===== config.mk =====
export PLATFORM = sky130hd
export DESIGN_NAME = dcw_walker
export DESIGN_NICKNAME = d
export VERILOG_FILES = /design/src/rtl/dcw_pkg.sv /design/src/rtl/dcw_size_calc.sv /design/src/rtl/dcw_entry_eval.sv /design/src/rtl/dcw_walker.sv
export SDC_FILE = /design/constraint.sdc
export NUM_CORES = 1
export LEC_CHECK = 0
export ABC_AREA = 0
export BUFFER_PORTS_ARGS = -buffer_cell sky130_fd_sc_hd__buf_4
export CAP_MARGIN = 20
export CORE_MARGIN = 2
export CORE_UTILIZATION = 53
export DETAILED_ROUTE_END_ITERATION = 12
export GPL_TIMING_DRIVEN = 1
export PLACE_DENSITY = 0.86
export SYNTH_ARGS = -nofsm -noshare
export SYNTH_HDL_FRONTEND = slang
export SYNTH_SLANG_ARGS = --single-unit

===== constraint.sdc =====
create_clock -name clk -period 4.2 [get_ports clk]
set_clock_uncertainty 0.15 [all_clocks]
set_input_delay 0.42 -clock clk [delete_from_list [all_inputs] [get_ports clk]]
set_output_delay 0.42 -clock clk [all_outputs]
set_load 0.005 [all_outputs]

===== src/rtl/dcw_pkg.sv =====
package dcw_pkg;
  localparam int HDR_BYTES      = 22;
  localparam int SIZE_BIAS      = 13;
  localparam int LEN_LO_OFS     = 14;
  localparam int LEN_HI_OFS     = 15;
  localparam int LEN_FIELD_W    = 10;
  localparam int PORT_ENTRY_LEN = 8;
  localparam int IDX_W          = 6;
  localparam int NAME_VENDOR_IDX = 1;
  localparam int NAME_DEVICE_IDX = 2;

  typedef enum logic [2:0] {
    ERR_NONE    = 3'd0,
    ERR_SHORT   = 3'd1,
    ERR_DANGLE  = 3'd2,
    ERR_ZERO    = 3'd3,
    ERR_OVERRUN = 3'd4,
    ERR_PORTLEN = 3'd5
  } dcw_err_e;

  typedef enum logic [2:0] {
    S_IDLE, S_H_LO, S_H_HI, S_H_END, S_E_CHK, S_E_LEN, S_E_FLG, S_DONE
  } dcw_state_e;

  typedef struct packed {
    logic             is_port;
    logic             disabled;
    logic [IDX_W-1:0] index;
  } dcw_flags_t;
endpackage


===== src/rtl/dcw_size_calc.sv =====
module dcw_size_calc
  import dcw_pkg::*;
#(
  parameter int ADDR_W = 11
) (
  input  logic [7:0]        len_lo,
  input  logic [7:0]        len_hi,
  output logic [ADDR_W-1:0] rom_size,
  output logic              too_small
);
  logic [LEN_FIELD_W-1:0] field;

  always_comb begin
    field     = {len_hi[LEN_FIELD_W-9:0], len_lo};
    rom_size  = ADDR_W'(field) + ADDR_W'(SIZE_BIAS);
    too_small = rom_size < ADDR_W'(HDR_BYTES);
  end
endmodule


===== src/rtl/dcw_entry_eval.sv =====
module dcw_entry_eval
  import dcw_pkg::*;
#(
  parameter int ADDR_W = 11
) (
  input  logic [ADDR_W-1:0] pos,
  input  logic [ADDR_W-1:0] rom_size,
  input  logic [7:0]        len,
  input  dcw_flags_t        flags,
  input  logic [IDX_W-1:0]  max_port,
  output dcw_err_e          err,
  output logic              ignored,
  output logic [7:0]        name_len
);
  localparam int EXT_W = ADDR_W + 1;

  logic [EXT_W-1:0] end_pos;
  logic             named;

  always_comb begin
    end_pos  = {1'b0, pos} + {{(EXT_W-8){1'b0}}, len};
    ignored  = flags.is_port && (flags.index > max_port);
    named    = !flags.is_port &&
               ((flags.index == IDX_W'(NAME_VENDOR_IDX)) ||
                (flags.index == IDX_W'(NAME_DEVICE_IDX)));
    name_len = (named && (len >= 8'd2)) ? (len - 8'd2) : 8'd0;

    if (len == 8'd0) begin
      err = ERR_ZERO;
    end else if (end_pos > {1'b0, rom_size}) begin
      err = ERR_OVERRUN;
    end else if (flags.is_port && !ignored && !flags.disabled &&
                 (len != 8'(PORT_ENTRY_LEN))) begin
      err = ERR_PORTLEN;
    end else begin
      err = ERR_NONE;
    end
  end
endmodule


===== src/rtl/dcw_walker.sv =====
module dcw_walker
  import dcw_pkg::*;
#(
  parameter int ADDR_W = 11
) (
  input  logic              clk,
  input  logic              rst_n,
  input  logic              start,
  input  logic [5:0]        max_port,
  output logic              mem_rd,
  output logic [ADDR_W-1:0] mem_addr,
  input  logic [7:0]        mem_data,
  output logic              busy,
  output logic              done,
  output logic [2:0]        err_code,
  output logic [ADDR_W-1:0] total_size,
  output logic              ent_valid,
  output logic              ent_is_port,
  output logic              ent_disabled,
  output logic [5:0]        ent_index,
  output logic [7:0]        ent_len,
  output logic              ent_ignored,
  output logic [7:0]        ent_name_len
);
  localparam int EXT_W = ADDR_W + 1;

  dcw_state_e        state_q, state_d;
  logic [ADDR_W-1:0] pos_q, pos_d;
  logic [ADDR_W-1:0] size_q, size_d;
  logic [7:0]        lo_q, lo_d;
  logic [7:0]        len_q, len_d;
  dcw_err_e          err_q, err_d;
  logic              ent_load;

  logic [ADDR_W-1:0] calc_size;
  logic              calc_small;
  dcw_err_e          ev_err;
  logic              ev_ignored;
  logic [7:0]        ev_name_len;
  dcw_flags_t        flags_in;

  logic              ent_valid_q;
  dcw_flags_t        ent_flags_q;
  logic [7:0]        ent_len_q;
  logic              ent_ignored_q;
  logic [7:0]        ent_name_q;

  assign flags_in = dcw_flags_t'(mem_data);

  dcw_size_calc #(.ADDR_W(ADDR_W)) u_size (
    .len_lo    (lo_q),
    .len_hi    (mem_data),
    .rom_size  (calc_size),
    .too_small (calc_small)
  );

  dcw_entry_eval #(.ADDR_W(ADDR_W)) u_eval (
    .pos      (pos_q),
    .rom_size (size_q),
    .len      (len_q),
    .flags    (flags_in),
    .max_port (max_port),
    .err      (ev_err),
    .ignored  (ev_ignored),
    .name_len (ev_name_len)
  );

  // next-state logic
  always_comb begin
    state_d  = state_q;
    pos_d    = pos_q;
    size_d   = size_q;
    lo_d     = lo_q;
    len_d    = len_q;
    err_d    = err_q;
    mem_rd   = 1'b0;
    mem_addr = '0;
    ent_load = 1'b0;
    case (state_q)
      S_IDLE: begin
        if (start) begin
          err_d   = ERR_NONE;
          state_d = S_H_LO;
        end
      end
      S_H_LO: begin
        mem_rd   = 1'b1;
        mem_addr = ADDR_W'(LEN_LO_OFS);
        state_d  = S_H_HI;
      end
      S_H_HI: begin
        lo_d     = mem_data;
        mem_rd   = 1'b1;
        mem_addr = ADDR_W'(LEN_HI_OFS);
        state_d  = S_H_END;
      end
      S_H_END: begin
        size_d = calc_size;
        pos_d  = ADDR_W'(HDR_BYTES);
        if (calc_small) begin
          err_d   = ERR_SHORT;
          state_d = S_DONE;
        end else begin
          state_d = S_E_CHK;
        end
      end
      S_E_CHK: begin
        if (pos_q >= size_q) begin
          state_d = S_DONE;
        end else if (({1'b0, pos_q} + EXT_W'(1)) == {1'b0, size_q}) begin
          err_d   = ERR_DANGLE;
          state_d = S_DONE;
        end else begin
          mem_rd   = 1'b1;
          mem_addr = pos_q;
          state_d  = S_E_LEN;
        end
      end
      S_E_LEN: begin
        len_d    = mem_data;
        mem_rd   = 1'b1;
        mem_addr = pos_q + ADDR_W'(1);
        state_d  = S_E_FLG;
      end
      S_E_FLG: begin
        if (ev_err != ERR_NONE) begin
          err_d   = ev_err;
          state_d = S_DONE;
        end else begin
          ent_load = 1'b1;
          pos_d    = pos_q + ADDR_W'(len_q);
          state_d  = S_E_CHK;
        end
      end
      S_DONE:  state_d = S_IDLE;
      default: state_d = S_IDLE;
    endcase
  end

  // control registers
  always_ff @(posedge clk or negedge rst_n) begin
    if (!rst_n) begin
      state_q <= S_IDLE;
      pos_q   <= '0;
      size_q  <= '0;
      lo_q    <= '0;
      len_q   <= '0;
      err_q   <= ERR_NONE;
    end else begin
      state_q <= state_d;
      pos_q   <= pos_d;
      size_q  <= size_d;
      lo_q    <= lo_d;
      len_q   <= len_d;
      err_q   <= err_d;
    end
  end

  // entry record registers, enabled by ent_load
  always_ff @(posedge clk or negedge rst_n) begin
    if (!rst_n) begin
      ent_valid_q   <= 1'b0;
      ent_flags_q   <= '0;
      ent_len_q     <= '0;
      ent_ignored_q <= 1'b0;
      ent_name_q    <= '0;
    end else begin
      ent_valid_q <= ent_load;
      if (ent_load) begin
        ent_flags_q   <= flags_in;
        ent_len_q     <= len_q;
        ent_ignored_q <= ev_ignored;
        ent_name_q    <= ev_name_len;
      end
    end
  end

  assign busy         = (state_q != S_IDLE) && (state_q != S_DONE);
  assign done         = (state_q == S_DONE);
  assign err_code     = err_q;
  assign total_size   = size_q;
  assign ent_valid    = ent_valid_q;
  assign ent_is_port  = ent_flags_q.is_port;
  assign ent_disabled = ent_flags_q.disabled;
  assign ent_index    = ent_flags_q.index;
  assign ent_len      = ent_len_q;
  assign ent_ignored  = ent_ignored_q;
  assign ent_name_len = ent_name_q;
endmodule


After elaboration in Yosys (flattened, before gate mapping). Index checks and enable logic that the tools add are counted.

Add/sub/neg operators: 6. $mul: 0. Divide/modulo/power cells: 0. Magnitude comparators: 5. Equality and inequality tests: 18. Shift operators: 0. Mux-type cells: 26. Bitwise logic cells: 0. Reduce and logical (&&, ||, !) cells: 20.

Operator list (number): 11-bit case mux with 4 select lines (1); 11-bit two-way mux (3); 3-bit two-way mux (9); 3-bit case mux with 8 select lines (1); 11-bit case mux with 2 select lines (1); 11-bit by 1-bit adder with 12-bit output (second input constant) (1); 11-bit by 8-bit adder with 12-bit output (1); 12-bit by 11-bit == test with 1-bit output (1); 3-bit == test (second input constant) (4); 12-bit by 11-bit > comparator with 1-bit output (1); 2-bit inequality test (second input constant) (6); 3-bit case mux with 4 select lines (1); 10-bit by 4-bit adder with 11-bit output (second input constant) (1); 11-bit by 1-bit adder with 11-bit output (second input constant) (1); 11-bit by 8-bit adder with 11-bit output (1); 11-bit greater-or-equal comparator (1); 11-bit by 5-bit < comparator with 1-bit output (second input constant) (1); 8-bit by 2-bit greater-or-equal comparator with 1-bit output (second input constant) (1); 8-bit zero test (1); 2-bit two-way mux (4); 8-bit two-way mux (1); 8-bit by 4-bit inequality test with 1-bit output (second input constant) (1); 8-bit by 2-bit subtractor with 8-bit output (second input constant) (1); 1-bit logical AND (7); other kinds (17) (24).

Register bits after elaboration: 70. Bits in latches: 0. RAM bits: 0. Memory bits (read-only): 0. Bits of input ports: 17. Output and inout bits: 54. Word-level logic and storage cells: 88. Memories: 0.

Logic depth before layout (Yosys ltp).
Depth in word-level cells: 12. Depth in mapped cells: 18. Gate-level depth less buffers: 17.

Modules after synthesis. A second synthesis with hierarchy kept.

Cells, all modules: 662. Area, all modules: 5601.6 µm².

Modules (own cells, without submodules): dcw_walker (instances 1, cells each 476, area an instance 4230.3 µm², sequential area each 1751.7 µm²); dcw_entry_eval (instances 1, cells each 146, area an instance 1067.3 µm², sequential area each 0.0 µm²); dcw_size_calc (instances 1, cells each 40, area an instance 304.0 µm², sequential area each 0.0 µm²).

Least setup slack after synthesis. Ideal clock, no wire load.

Path type: register to register. Start point: reg pos_q[0]. End point: reg ent_flags_q (netlist bit ent_disabled). Library setup time: 0.125 ns. Arrival: 3.635 ns. Path slack: 0.290 ns. Stages on the path, launching flop included: 18. Cell sequence: dfrtp_1 -> ha_1 -> fa_1 -> a21o_1 -> a21oi_1 -> nor2b_1 -> o21ai_0 -> a21oi_1 -> xnor2_1 -> ha_1 -> nand4_1 -> nor3_1 -> a21o_1 -> a31oi_1 -> a211oi_2 -> nand2_2 -> buf_2 -> mux2_2.

Longest elaborated chain between the ends: 7.

Ends and longest elaborated chain: start: declaration (RTL line dcw_walker.sv:28) `logic [ADDR_W-1:0] pos_q, pos_d;`; start signal: assignment (RTL line dcw_walker.sv:151) `pos_q <= pos_d;`; 11-bit by 8-bit adder with 12-bit output (RTL line dcw_entry_eval.sv:21) `end_pos = {1'b0, pos} + {{(EXT_W-8){1'b0}}, len};`; 12-bit by 11-bit > comparator with 1-bit output (RTL line dcw_entry_eval.sv:30) `end else if (end_pos > {1'b0, rom_size}) begin`; 3-bit two-way mux (RTL line dcw_entry_eval.sv:30); 3-bit two-way mux (RTL line dcw_entry_eval.sv:28) `if (len == 8'd0) begin`; 3-bit nonzero test (RTL line dcw_walker.sv:126) `if (ev_err != ERR_NONE) begin`; 1-bit two-way mux (RTL line dcw_walker.sv:126); 1-bit two-way mux (RTL line dcw_walker.sv:79) `case (state_q)`; end signal: assignment (RTL line dcw_walker.sv:170) `ent_flags_q <= flags_in;`; end: declaration (RTL line dcw_walker.sv:43) `dcw_flags_t ent_flags_q;`.

No other way between the ends. A chain may end at the register's enable or synchronous reset.

Final worst setup path.
Start point: reg pos_q[0]. End point: reg pos_q[0].

Longest elaborated chain between the ends: 7.

Ends and longest elaborated chain (RTL line): 11-bit by 8-bit adder with 12-bit output (dcw_entry_eval.sv:21); 12-bit by 11-bit > comparator with 1-bit output (dcw_entry_eval.sv:30); 3-bit two-way mux (dcw_entry_eval.sv:30); 3-bit two-way mux (dcw_entry_eval.sv:28); 3-bit nonzero test (dcw_walker.sv:126); 2-bit inequality test (no line); 2-bit AND reduction (no line).

Parallel ways exist; a longest one is shown, timed or not. The select of a mux whose other input is x is not followed.

==> impl_metrics.ini <==
[final_layout]
layout_common_cells = buf_4 (80), nand2_1 (76), dfrtp_1 (70)
layout-drive-gt1-share_pct = 22.0
fin_nets = 680
final_common_cell = buf_4
syn_to_final_growth_pct = 18.5
final-instance-count-excl-fill = 739
nFillCells = 731
diodes = 0

[pwr]
p_seq_share_pct = 27.3
leakage_nw = 2.70
swShare_pct = 45.8
combPwrFrac_pct = 60.5
power.density_nw_per_um2 = 865
p_clk_share_pct = 12.2
power_switching_mw = 2.30
p_int_mw = 2.73
irDropWorstVdd_mv = 0.517

[timing]
min_period_ns = 4.05
slew_viol_final = 0
holdWs_ns = 0.0320
tightest_slew_ns = 0.877
fmax_mhz = 247
final.setup.worst_slack_ns = 0.150
hold_viol_final = 0
slew_headroom_pct = 41.6
post-route-period-util_pct = 96.4
setup_viol = 0

[synth]
synthCells = 557
synth-edff-count = 0
ys_types = 65
synthFlopType = dfrtp_1
ys_seq_area_share_pct = 35.7
avgSynthCellArea_um2 = 8.81
yosysWarningCount = 0
synth_area_um2 = 4900
synth_seq_cells = 70
synth-async-reset-ratio_pct = 100
syn_nets = 614

[route]
drt_iter0_markers = 408
final_antenna_net_count = 0
viasPerCell = 6.15
first_pass_iters = 5
wl_per_cell_um = 17.8
wl_um = 13100
vias = 4544
drc = 0

[global_route]
grt_pass1_vias = 4339
grt_pass1_wl_um = 20700
overflow = 0
grt_usage_pct = 26.1
antenna_found_initial = 0
grt_max_degree = 71

[floorplanning]
core_area_um2 = 9110
num_rows = 35
dieWidth_um = 100
dieArea_um2 = 10000
ios = 71
initial_core_util_pct = 53.8
die_h_um = 100

[clock_tree]
cts_buffer_depth = 2
numCtsBuffers = 9
clk_latency_ns = 0.35
h-tree-depth = 3
clk_pin_slew_ns = 0.08
cts_root_buf = clkbuf_8
postCtsHoldBufs = 0
cts_tree = built
cts_sinks = 70

[place]
post-place-ws_ns = 0.00742
port_buffers = 70
gp_congestion = 0.932
dpl.hpwl_um = 9560
place_inst = 721

[critical_path]
critPathCaptureType = register
criticalPathCategory = register to register
worstPathRequired_ns = 4.27
r2r_cells = 18
r2r_end = pos_q[0]
crit_path_start = pos_q[0]
rrSetupSlack_ns = 0.15
start_kind = register
arrival_ns = 4.12
path_max_fanout = 18
reg2reg_from = pos_q[0]

[hold_path]
hold_class = input port to async pin

[run]
drv_cap = 0

[status]
status = finished, final reports clean
-- cells in the mapped netlist, types with 4 or more instances --
cell type	n	area, µm²
a21o_1	7	52.6
a21oi_1	30	150
nand2b_1	6	37.5
mux2i_1	4	40.0
xor2_1	13	114
dfrtp_1	70	1750
nor2_1	24	90.1
xnor2_1	23	201
clkbuf_1	16	60.1
inv_1	35	131
o31ai_1	14	105
a211oi_1	4	30.0
a211o_1	6	52.6
nand3_1	15	75.1
o211ai_1	4	30.0
o21ai_0	49	245
nand4_1	6	37.5
nor2b_1	8	50.1
nor3_1	16	80.1
buf_2	7	35.0
a31oi_1	7	43.8
nand2_1	76	285
mux2_2	20	225
ha_1	39	488
-- how the worst max path moves through the flow --
stage,endpoint,slack (ns),cells after the start
2_1_floorplan,ent_disabled,0.29,17
6_report,pos_q[0],0.15,18
4_1_cts,pos_q[10],0.07,19
3_5_place_dp,pos_q[10],0.007,19
5_1_grt,pos_q[0],-0.10,18
3_3_place_gp,pos_q[10],0.21,19
-- registers in the layout, summed over array words and instances, names as in the netlist --
signal,flops
pos_q,11
total_size,11
ent_len,8
ent_name_len,8
len_q,8
lo_q,8
ent_index,6
err_code,3
state_q,3
ent_disabled,1
ent_ignored,1
ent_is_port,1
ent_valid,1
-- power by group through the flow --
stage / clock (mW) / combinational (mW) / sequential [mW]
after floorplan: 0 / 2.08 / 1.19
after global placement: 0 / 2.78 / 1.35
after detailed placement: 0 / 2.90 / 1.37
after CTS: 0.617 / 2.94 / 1.35
after global routing: 0.651 / 3.36 / 1.41
final: 0.615 / 3.04 / 1.37
-- critical path, cell delays in order (launching register included) --
cell	delay, ns
dfrtp_1	0.40
ha_1	0.25
fa_1	0.41
a21o_1	0.19
a21oi_2	0.17
nor2b_1	0.06
o21ai_1	0.18
a21oi_2	0.13
xnor2_1	0.16
ha_1	0.30
nand4_1	0.15
nor3_2	0.20
a21o_1	0.16
a31oi_2	0.06
a211oi_2	0.22
buf_4	0.17
a21oi_2	0.07
buf_12	0.19
o31ai_1	0.30
-- cell type report --
class,count,area (µm²),area share [%]
tap,111,139,2.39
inverter,37,139,2.39
multi-input combinational,423,2920,50.2
clock inverter,5,81.3,1.40
clock buffer,11,141,2.43
sequential,70,1750,30.1
timing repair buffer,82,641,11.0
-- stage by stage --
step | power (mW) | util [%] | TNS, ns | cell area [µm²]
floorplan | 3.27 | - | 0 | 4900
global placement | 4.14 | 60.9 | 0 | 5550
detailed placement | 4.27 | 60.9 | 0 | 5550
CTS | 4.91 | 63.4 | 0 | 5770
global route | 5.42 | 63.8 | -0.416 | 5810
finish | 5.03 | 63.8 | 0 | 5810
-- cells by family (layout without fill, tap and decap cells) --
logic type	Yosys count	count (layout)	share of synthesized area, %
multiplexers	24	24	5.41
AO/OA/AOI/OAI	147	147	19.3
flip-flops	70	70	35.7
adder cells (fa/ha/maj)	40	40	10.4
buffers and inverters	64	135	5.33
XOR/XNOR	36	36	6.43
AND/OR/NAND/NOR	176	176	17.5
-- per-layer routing --
layer	GRT usage, %	part of all wire, %	wire, µm	up-vias
met3	4.87	6.5	853	43
met1	32.8	39	5130	2176
met2	43.6	51	6720	210
met5	0	0	0	-
li1	-	-	-	2115
met4	11.7	3.2	420	0
-- what timing repair did --
action                                  4_1_cts  5_1_grt
resized for setup                             2        5
setup buffers                                 0        2
endpoints found under the setup margin        1       40
pin swaps                                     0        3
endpoints found under the hold margin         0        0
(Power assumes the default switching activity.)
